`src/rtl/iommu_cfg_pkg.sv`:
```
package iommu_cfg_pkg;

  // Width of each stored register.
  localparam int unsigned REG_W  = 64;
  localparam int unsigned HALF_W = REG_W / 2;

  // Number of registers that actually hold state (control and base).
  localparam int unsigned NUM_STORED = 2;

  // Register index = byte offset / 8.
  localparam int unsigned IDX_CTRL  = 0;
  localparam int unsigned IDX_BASE  = 1;
  localparam int unsigned IDX_FLUSH = 2;

  // Positions of the fields inside the control register.
  localparam int unsigned CTL_EN_BIT   = 0;
  localparam int unsigned CTL_GRAN_BIT = 2;
  localparam int unsigned CTL_SIZE_LSB = 16;
  localparam int unsigned CTL_SIZE_W   = 3;

  typedef enum logic [1:0] {
    SEL_NONE  = 2'd0,
    SEL_CTRL  = 2'd1,
    SEL_BASE  = 2'd2,
    SEL_FLUSH = 2'd3
  } reg_sel_e;

  typedef struct packed {
    reg_sel_e sel;      // target register
    logic     lo_half;  // offset + 4: less significant half
    logic     wide;     // 64-bit access
  } acc_dec_t;

endpackage

```
`src/rtl/iommu_cfg_decode.sv`:
```
module iommu_cfg_decode
  import iommu_cfg_pkg::*;
#(
  parameter int unsigned ADDR_W = 8
) (
  input  logic [ADDR_W-1:0] addr,
  input  logic              wide,
  output acc_dec_t          dec
);

  localparam int unsigned IDX_W = ADDR_W - 3;

  logic [IDX_W-1:0] idx;
  logic             aligned;

  assign idx     = addr[ADDR_W-1:3];
  assign aligned = (addr[1:0] == 2'b00);

  always_comb begin
    dec.wide    = wide;
    dec.lo_half = addr[2];
    dec.sel     = SEL_NONE;
    if (aligned) begin
      if (idx == IDX_W'(IDX_CTRL)) begin
        dec.sel = SEL_CTRL;
      end else if (idx == IDX_W'(IDX_BASE)) begin
        dec.sel = SEL_BASE;
      end else if (idx == IDX_W'(IDX_FLUSH)) begin
        dec.sel = SEL_FLUSH;
      end
    end
  end

endmodule

```
`src/rtl/iommu_cfg_halfreg.sv`:
```
module iommu_cfg_halfreg #(
  parameter int unsigned W = 64
) (
  input  logic           clk,
  input  logic           rst,
  input  logic           wr_hi,
  input  logic           wr_lo,
  input  logic [W/2-1:0] din_hi,
  input  logic [W/2-1:0] din_lo,
  output logic [W-1:0]   q
);

  localparam int unsigned H = W / 2;

  always_ff @(posedge clk) begin
    if (rst) begin
      q <= '0;
    end else begin
      if (wr_hi) q[W-1:H] <= din_hi;
      if (wr_lo) q[H-1:0] <= din_lo;
    end
  end

  // a write that does not target the upper half leaves it unchanged.
  a_r3_upper_kept: assert property (@(posedge clk) disable iff (rst)
    !wr_hi |=> $stable(q[W-1:H]));

  // a write that does not target the lower half leaves it unchanged.
  a_r5_lower_kept: assert property (@(posedge clk) disable iff (rst)
    !wr_lo |=> $stable(q[H-1:0]));

endmodule

```
`src/rtl/iommu_cfg_rdmux.sv`:
```
module iommu_cfg_rdmux
  import iommu_cfg_pkg::*;
(
  input  acc_dec_t         dec,
  input  logic [REG_W-1:0] ctrl,
  input  logic [REG_W-1:0] base,
  output logic [REG_W-1:0] data
);

  logic [REG_W-1:0] chosen;
  logic             stored_hit;

  always_comb begin
    stored_hit = 1'b1;
    chosen     = '0;
    unique case (dec.sel)
      SEL_CTRL: chosen = ctrl;
      SEL_BASE: chosen = base;
      default:  stored_hit = 1'b0;
    endcase
  end

  always_comb begin
    data = '0;
    if (stored_hit) begin
      if (dec.lo_half) begin
        data[HALF_W-1:0] = chosen[HALF_W-1:0];
      end else if (dec.wide) begin
        data = chosen;
      end else begin
        data[HALF_W-1:0] = chosen[REG_W-1:HALF_W];
      end
    end
  end

endmodule

```
`src/rtl/iommu_cfg_regs.sv`:
```
module iommu_cfg_regs
  import iommu_cfg_pkg::*;
#(
  parameter int unsigned ADDR_W = 8
) (
  input  logic              clk,
  input  logic              rst,
  input  logic              req_valid,
  input  logic              req_write,
  input  logic              req_wide,
  input  logic [ADDR_W-1:0] req_addr,
  input  logic [63:0]       req_wdata,
  output logic              rsp_valid,
  output logic [63:0]       rsp_rdata,
  output logic              xlat_enable,
  output logic              xlat_gran_64k,
  output logic [2:0]        xlat_tbl_size,
  output logic [63:0]       xlat_tbl_base
);

  acc_dec_t         dec;
  logic [REG_W-1:0] stored [NUM_STORED];
  logic [REG_W-1:0] ctrl_q;
  logic [REG_W-1:0] base_q;
  logic [REG_W-1:0] rd_next;
  logic             wr_any;
  logic             rd_req;

  assign wr_any = req_valid && req_write;
  assign rd_req = req_valid && !req_write;

  iommu_cfg_decode #(.ADDR_W(ADDR_W)) i_decode (
    .addr (req_addr),
    .wide (req_wide),
    .dec  (dec)
  );

  for (genvar gi = 0; gi < NUM_STORED; gi++) begin : g_reg
    localparam reg_sel_e MY_SEL = (gi == IDX_CTRL) ? SEL_CTRL : SEL_BASE;
    logic              hit;
    logic              wr_hi;
    logic              wr_lo;
    logic [HALF_W-1:0] din_hi;

    assign hit    = wr_any && (dec.sel == MY_SEL);
    assign wr_hi  = hit && !dec.lo_half;
    assign wr_lo  = hit && (dec.lo_half || dec.wide);
    assign din_hi = dec.wide ? req_wdata[REG_W-1:HALF_W] : req_wdata[HALF_W-1:0];

    iommu_cfg_halfreg #(.W(REG_W)) i_reg (
      .clk    (clk),
      .rst    (rst),
      .wr_hi  (wr_hi),
      .wr_lo  (wr_lo),
      .din_hi (din_hi),
      .din_lo (req_wdata[HALF_W-1:0]),
      .q      (stored[gi])
    );
  end

  assign ctrl_q = stored[IDX_CTRL];
  assign base_q = stored[IDX_BASE];

  iommu_cfg_rdmux i_rdmux (
    .dec  (dec),
    .ctrl (ctrl_q),
    .base (base_q),
    .data (rd_next)
  );

  always_ff @(posedge clk) begin
    if (rst) begin
      rsp_valid <= 1'b0;
      rsp_rdata <= '0;
    end else begin
      rsp_valid <= rd_req;
      rsp_rdata <= rd_req ? rd_next : '0;
    end
  end

  assign xlat_enable   = ctrl_q[CTL_EN_BIT];
  assign xlat_gran_64k = ctrl_q[CTL_GRAN_BIT];
  assign xlat_tbl_size = ctrl_q[CTL_SIZE_LSB +: CTL_SIZE_W];
  assign xlat_tbl_base = base_q;

  // reset clears stored state and the response outputs.
  a_r1_reset_clears: assert property (@(posedge clk)
    rst |=> (ctrl_q == '0 && base_q == '0 && !rsp_valid && rsp_rdata == '0));

  // every read request produces a response in the next cycle.
  a_r8_read_answered: assert property (@(posedge clk) disable iff (rst)
    rd_req |=> rsp_valid);

  // no response appears without a read request in the cycle before.
  a_r8_no_spurious: assert property (@(posedge clk) disable iff (rst)
    !rd_req |=> (!rsp_valid && rsp_rdata == '0));

  // a 32-bit read, or a read at offset + 4, returns zero in the upper half.
  a_r4_narrow_upper_zero: assert property (@(posedge clk) disable iff (rst)
    (rd_req && (!req_wide || req_addr[2])) |=> (rsp_rdata[63:32] == '0));

  // flush and unmapped reads return zero.
  a_r6_r7_read_zero: assert property (@(posedge clk) disable iff (rst)
    (rd_req && (dec.sel == SEL_FLUSH || dec.sel == SEL_NONE)) |=> (rsp_rdata == '0));

  // flush and unmapped writes change no stored register.
  a_r6_r7_write_ignored: assert property (@(posedge clk) disable iff (rst)
    (wr_any && (dec.sel == SEL_FLUSH || dec.sel == SEL_NONE)) |=>
      ($stable(ctrl_q) && $stable(base_q)));

endmodule

```
`config.mk`:
```
export PLATFORM = sky130hd
export DESIGN_NAME = iommu_cfg_regs
export DESIGN_NICKNAME = d
export VERILOG_FILES = /design/src/rtl/iommu_cfg_pkg.sv /design/src/rtl/iommu_cfg_decode.sv /design/src/rtl/iommu_cfg_halfreg.sv /design/src/rtl/iommu_cfg_rdmux.sv /design/src/rtl/iommu_cfg_regs.sv
export SDC_FILE = /design/constraint.sdc
export NUM_CORES = 1
export LEC_CHECK = 0
export ABC_AREA = 1
export CORE_MARGIN = 2
export CORE_UTILIZATION = 50
export DETAILED_ROUTE_END_ITERATION = 8
export DONT_BUFFER_PORTS = 1
export PLACE_DENSITY = 0.72
export SKIP_LAST_GASP = 1
export SLEW_MARGIN = 20
export SYNTH_ARGS = -nofsm -noshare
export SYNTH_HDL_FRONTEND = slang
export SYNTH_SLANG_ARGS = --single-unit
```
`constraint.sdc`:
```
create_clock -name clk -period 1.8 [get_ports clk]
set_input_delay 0.36 -clock clk [delete_from_list [all_inputs] [get_ports clk]]
set_output_delay 0.36 -clock clk [all_outputs]
set_load 0.01 [all_outputs]
```
==> results of run 1 <==
[layout by cell type, fill, tap and decap left out]
master / instances
clkinv_4: 2
ha_2: 2
clkbuf_8: 5
nor3_2: 1
a21oi_1: 32
nand3_1: 17
bufinv_16: 4
nor2_8: 1
nand2_1: 621
clkbuf_1: 1
clkinv_2: 2
inv_2: 1
nor2_1: 303
inv_1: 71
clkbuf_16: 17
nand2_2: 2
buf_12: 19
clkinvlp_4: 1
nor2_4: 5
nor3_4: 1
dfxtp_1: 193
buf_4: 24
[path summary, 6_finish.rpt]
| path | from | slack, ns | cells after the start | endpoint |
|---|---|---|---|---|
| min | rst | 0.02 | 1 | rsp_valid$_SDFF_PP0_ |
| min reg2reg | g_reg[0].i_reg.q[9]$_SDFFE_PP0P_ | 0.48 | 2 | g_reg[0].i_reg.q[9]$_SDFFE_PP0P_ |
| max | req_addr[1] | 0.28 | 10 | rsp_rdata[9]$_SDFF_PP0_ |
| max reg2reg | g_reg[1].i_reg.q[37]$_SDFFE_PP0P_ | 0.80 | 4 | rsp_rdata[5]$_SDFF_PP0_ |
[worst max-delay path, delay by kind of cell]
family	cells	cell delay (ns)
simple gates	4	0.51
buf+inv	4	0.52
fa+ha+maj	1	0.32
compound gates	1	0.17
[layer usage]
layer / vias to the layer above / GRT usage, %
met5: - / 0
met4: 0 / 14.01
met3: 61 / 9.361
met2: 316 / 48.54
met1: 3487 / 31.05
li1: 3902 / -
[kinds of logic (layout without fill, tap and decap cells)]
logic type	Yosys count	after routing	synth area share [%]
buffers and inverters	150	147	7.904
AND/OR/NAND/NOR	951	951	43.75
flip-flops	193	193	46.14
AO/OA/AOI/OAI	32	32	1.912
adder cells (fa/ha/maj)	2	2	0.2988
[sequential cells by signal, indices dropped and copies added, names as in the netlist]
| name | cells |
|---|---|
| g.i_reg.q | 128 |
| rsp_rdata | 64 |
| rsp_valid | 1 |
[layout make-up]
| type | instances | area [µm²] |
|---|---|---|
| clock buffers | 23 | 498.0 |
| clock inverters | 8 | 150.1 |
| fillers | 1676 | 6984 |
| inverters | 73 | 275.3 |
| multi-input cells | 985 | 3859 |
| flip-flops and latches | 193 | 3864 |
| well taps | 220 | 275.3 |
| repair buffers | 43 | 560.5 |
[report_power, final]
group          internal (mW)  switching [mW]  leakage (nW)  total, mW
registers               4.28          0.0108          1.55       4.29
clock network           2.51            1.61         0.315       4.11
logic                  0.122           0.293          2.39      0.415
total                   6.91            1.91          4.26       8.82
[stage by stage]
stage                     instances  hold slack (ns)  TNS [ns]
final                          1545          0.01641         0
after global routing           1545         0.004635         0
after CTS                      1545         0.004213         0
after detailed placement       1514           0.4600    -19.62
after global placement         1514           0.4549    -15.79
after floorplan                1328           0.4441         0
==> impl_metrics.toml, run 1 <==
[synthesis]
synthesis.area_um2 = 8374
yosysSeqAreaShare_pct = 46.14
yosys.cell_count.top_type = "nand2_1"
syn_inst = 1328
synth_common_cells = "nand2_1 (621), nor2_1 (303), dfxtp_1 (193)"
avgSynthCellArea_um2 = 6.306
synthTopCellsByArea = "dfxtp_1 (46%), nand2_1 (28%), nor2_1 (14%)"
synth_seq_cells = 193
synthesis.nets = 1407
netlist.area_leader.share_pct = 46.14
synth_warnings = 0
synth_edf_count = 0
synth_top_flop_cell = "dfxtp_1"
async_flop_share_pct = 0
yosys.area.top_type = "dfxtp_1"
synth.distinct_cells = 18

[hold_path]
hold_path_class = "input port to flip-flop"

[placement]
place.port_buffers = 0
place_hpwl_mm = 17.48
routabilityCongestion = 0.8827
dpl_cell_area_um2 = 8833
pre_cts_ws_ns = -0.1779

[detailed_routing]
top_layer = "met4"
dr.pass1.iters = 5
post_drt_wl_per_cell_um = 16.03
avgViaCountPerCell = 5.027
vias = 7766
drc_errors = 0
m1WireLength_mm = 9.435
wl_met2_mm = 12.12
drt_iter0_markers = 577
routed_wl_mm = 24.77
drtAntennaViolNets = 0
met3_length_mm = 2.123

[sta]
max_slew.worst_pin.slew_ns = 0.3384
fin_crit_ns = 1.522
worst_slack_ns = 0.2776
rsz0062_at_grt = "false"
timing.fmax_mhz = 656.9
fin_crit_sh_pct = 84.58
slew_viol_final = 0
relSlewSlack_pct = 77.44
hold_viol = 0
skew_ns = 0.007804
setup_viol = 0

[layout]
postLayoutCellArea_um2 = 9482
syn_to_final_growth_pct = 13.22
nets = 1392
final_core_util_pct = 57.58
antenna_cells = 0
layout-drive-gt1-share_pct = 6.566

[flow_run]
drv_cap = 0

[clock_tree]
cts_setup_buffers = 0
cts_buffers = 17
tritoncts = "built"
cts.sinks = 193
cts.clk_slew.worst_paths_ns = 0.06
ctsHoldBuffers = 0
cts_resized = 0
clock_latency_ns = 0.44
clock-root-buffer = "clkbuf_16"
cts.path.max_buffers = 2
htree_levels = 4

[critical_path]
path_class = "input port to flip-flop"
max_stage_delay_ns = 0.32
arrival_ns = 1.88
required_ns = 2.16
slowest_stage = "ha_2"
cp-end-kind = "flip-flop"
start_kind = "input port"
crit_chain = "nor2_1 -> nand3_1 -> nor3_2 -> inv_1 -> ha_2 -> inv_1 -> buf_12 -> buf_12 -> nand3_1 -> a21oi_1"
worstPathMaxFanout = 25

[global_routing]
grt_overflow = 0
grtUsageTotal_pct = 28.14
grt_pass1_wl_mm = 38.59
grt_max_degree = 58
grt_pass1_vias = 7258
antenna_found_initial = 0

[die]
die-width_um = 133.4
die_h_um = 133.4
start_util_pct = 50.86
core-area_um2 = 16470
rows = 47
io_pins = 211
die_area_um2 = 17800

[power_and_ir_drop]
power.density_nw_per_um2 = 930.1
total_power_mw = 8.819
ir_drop_mv = 0.7186
leakage_nw = 4.265

[outcome]
outcome = "complete, no violations"
Power figures use the tool's default switching activity.
==> run 2, diff against run 1 <==
--- a/config.mk
+++ b/config.mk
@@ -10,7 +10,7 @@
 export CORE_UTILIZATION = 50
 export DETAILED_ROUTE_END_ITERATION = 8
 export DONT_BUFFER_PORTS = 1
-export PLACE_DENSITY = 0.72
+export PLACE_DENSITY = 0.69
 export SKIP_LAST_GASP = 1
 export SLEW_MARGIN = 20
 export SYNTH_ARGS = -nofsm -noshare
==> constraint.sdc (replaced) <==
create_clock -name clk -period 1.56 [get_ports clk]
set_input_delay 0.312 -clock clk [delete_from_list [all_inputs] [get_ports clk]]
set_output_delay 0.312 -clock clk [all_outputs]
set_load 0.01 [all_outputs]
==> run 2 against run 1 <==
Non-clock buffer count grew 1. Routed wire length shrank 0.78%. Sequential share of layout area increased by 0.20 points. Sequential power grew 15%. Via count shrank 1.8%. Clock-buffer cell count fell by 2. Setup slack got worse by 0.15 ns. Combinational power up 17%. Critical path depth fell by 1.
==> impl_metrics.toml, run 2 (same netlist as run 1, synthesis figures left out) <==
[power_and_ir_drop]
total_power_mw = 9.783
p_sw_share_pct = 23.35
seqPwrFrac_pct = 50.6
power_switching_mw = 2.285
leakage_nw = 4.221
intPower_mw = 7.498
ir_drop_mv = 0.8646
power.density_nw_per_um2 = 1037
clkPwrFrac_pct = 44.5
comb_power_share_pct = 5.0

[clock_tree]
clock_latency_ns = 0.44
cts.sinks = 193
htree_levels = 4
clock-root-buffer = "clkbuf_16"
tritoncts = "built"
cts.path.max_buffers = 2
cts_buffers = 17
cts.clk_slew.worst_paths_ns = 0.07
cts_setup_buffers = 0

[sta]
relSlewSlack_pct = 77.90
slew_viol_final = 0
hold_viol = 0
fin_crit_sh_pct = 91.54
max_slew.worst_pin.slew_ns = 0.3315
skew_ns = 0.006873
setup_viol = 0
fin_crit_ns = 1.428
timing.fmax_mhz = 700.3
rsz0062_at_grt = "false"

[detailed_routing]
vias = 7626
dr.pass1.iters = 7
drtAntennaViolNets = 0
drc_errors = 0
routed_wl_mm = 24.58
post_drt_wl_per_cell_um = 15.89
drt_iter0_markers = 449
avgViaCountPerCell = 4.930

[global_routing]
grt_max_degree = 70
antenna_found_initial = 0
grt_pass1_wl_mm = 38.05
grtUsageTotal_pct = 27.92
grt_pass1_vias = 7050
grt_overflow = 0

[layout]
regMostFlops = "g.i_reg.q"
n_fill_cell = 1666
final_cell_mix = "nand2_1 (621), nor2_1 (301), dfxtp_1 (193)"
final_core_util_pct = 57.30
layout-drive-gt1-share_pct = 6.782
multi_input_area_um2 = 3895
nets = 1393
regArea_um2 = 3864
final_common_cell = "nand2_1"
top_regs = "g.i_reg.q x128, rsp_rdata x64, rsp_valid x1"
largest_reg_flops = 128
syn_to_final_growth_pct = 12.67
antenna_cells = 0

[die]
start_util_pct = 50.86
io_pins = 211
die-width_um = 133.4
core-area_um2 = 16470
rows = 47
die_area_um2 = 17800
die_h_um = 133.4

[placement]
place.port_buffers = 0
place_hpwl_mm = 17.54
routabilityCongestion = 0.8712

[critical_path]
required_ns = 1.88
path_class = "input port to flip-flop"
start_kind = "input port"
cp-end-kind = "flip-flop"
worstPathMaxFanout = 15
arrival_ns = 1.75

[outcome]
outcome = "complete, no violations"

[flow_run]
drv_cap = 0

[hold_path]
hold_path_class = "input port to flip-flop"
[run 2: changes by cell type in the layout (fill, tap and decap cells not counted), sizes merged]
cell	delta
dlygate4sd3	+1
clkbuf	-2
inv	+2
bufinv	-2
clkinvlp	+3
[run 2: per-layer routing]
metal / track usage [%] / share of wire [%] / up-vias
met5: 0 / 0 / -
met4: 12.17 / 3.5 / 0
met3: 8.219 / 8.4 / 42
met2: 48.65 / 49 / 276
met1: 31.78 / 39 / 3412
li1: - / - / 3896
[run 2: critical path, cell delays in order]
cell,delay (ns)
nor2_2,0.10
nand3_2,0.10
nor3_4,0.22
inv_1,0.10
ha_4,0.31
inv_1,0.07
buf_4,0.19
a21oi_1,0.25
nor2_1,0.09
[run 2: what timing repair did]
| action | CTS | global route |
|---|---|---|
| gates resized for setup | 0 | 1 |
| setup endpoints to repair | 0 | 15 |
| hold endpoints to repair | 1 | 0 |
| hold buffers | 1 | 0 |
[run 2: layout make-up]
cell class / instances / area share, %
inverters: 73 / 2.917
flip-flops and latches: 193 / 40.95
multi-input cells: 985 / 41.28
clock buffers: 21 / 4.774
repair buffers: 44 / 5.782
clock inverters: 11 / 1.379
well taps: 220 / 2.917
[run 2: through the flow]
| stage | instance area [µm²] | cells | worst slack, ns | setup TNS (ns) | hold WS [ns] |
|---|---|---|---|---|---|
| 2_1_floorplan | 8478 | 1328 | -0.1485 | -10.88 | 0.3961 |
| 3_3_place_gp | 8838 | 1514 | -0.3050 | -40.17 | 0.4216 |
| 3_5_place_dp | 8838 | 1514 | -0.3548 | -47.70 | 0.4213 |
| 4_1_cts | 9429 | 1547 | 0.1094 | 0 | 0.09236 |
| 5_1_grt | 9435 | 1547 | 0.006869 | 0 | 0.1006 |
| 6_report | 9435 | 1547 | 0.1320 | 0 | 0.1028 |
[run 2: path summary, 6_finish.rpt]
path / from / end / slack (ns) / cells past startpoint
min: req_addr[2] / rsp_rdata[2]$_SDFF_PP0_ / 0.10 / 3
max reg2reg: g_reg[1].i_reg.q[40]$_SDFFE_PP0P_ / rsp_rdata[8]$_SDFF_PP0_ / 0.60 / 4
min reg2reg: g_reg[0].i_reg.q[6]$_SDFFE_PP0P_ / g_reg[0].i_reg.q[6]$_SDFFE_PP0P_ / 0.48 / 2
max: req_addr[7] / rsp_rdata[26]$_SDFF_PP0_ / 0.13 / 9
[run 2: power by group through the flow]
stage	clock network, mW	logic [mW]	registers (mW)
after global routing	4.59	0.541	4.95
after floorplan	0	0.348	5.06
after detailed placement	0	0.481	5.06
final	4.35	0.485	4.95
after CTS	4.40	0.486	4.95
after global placement	0	0.478	5.06
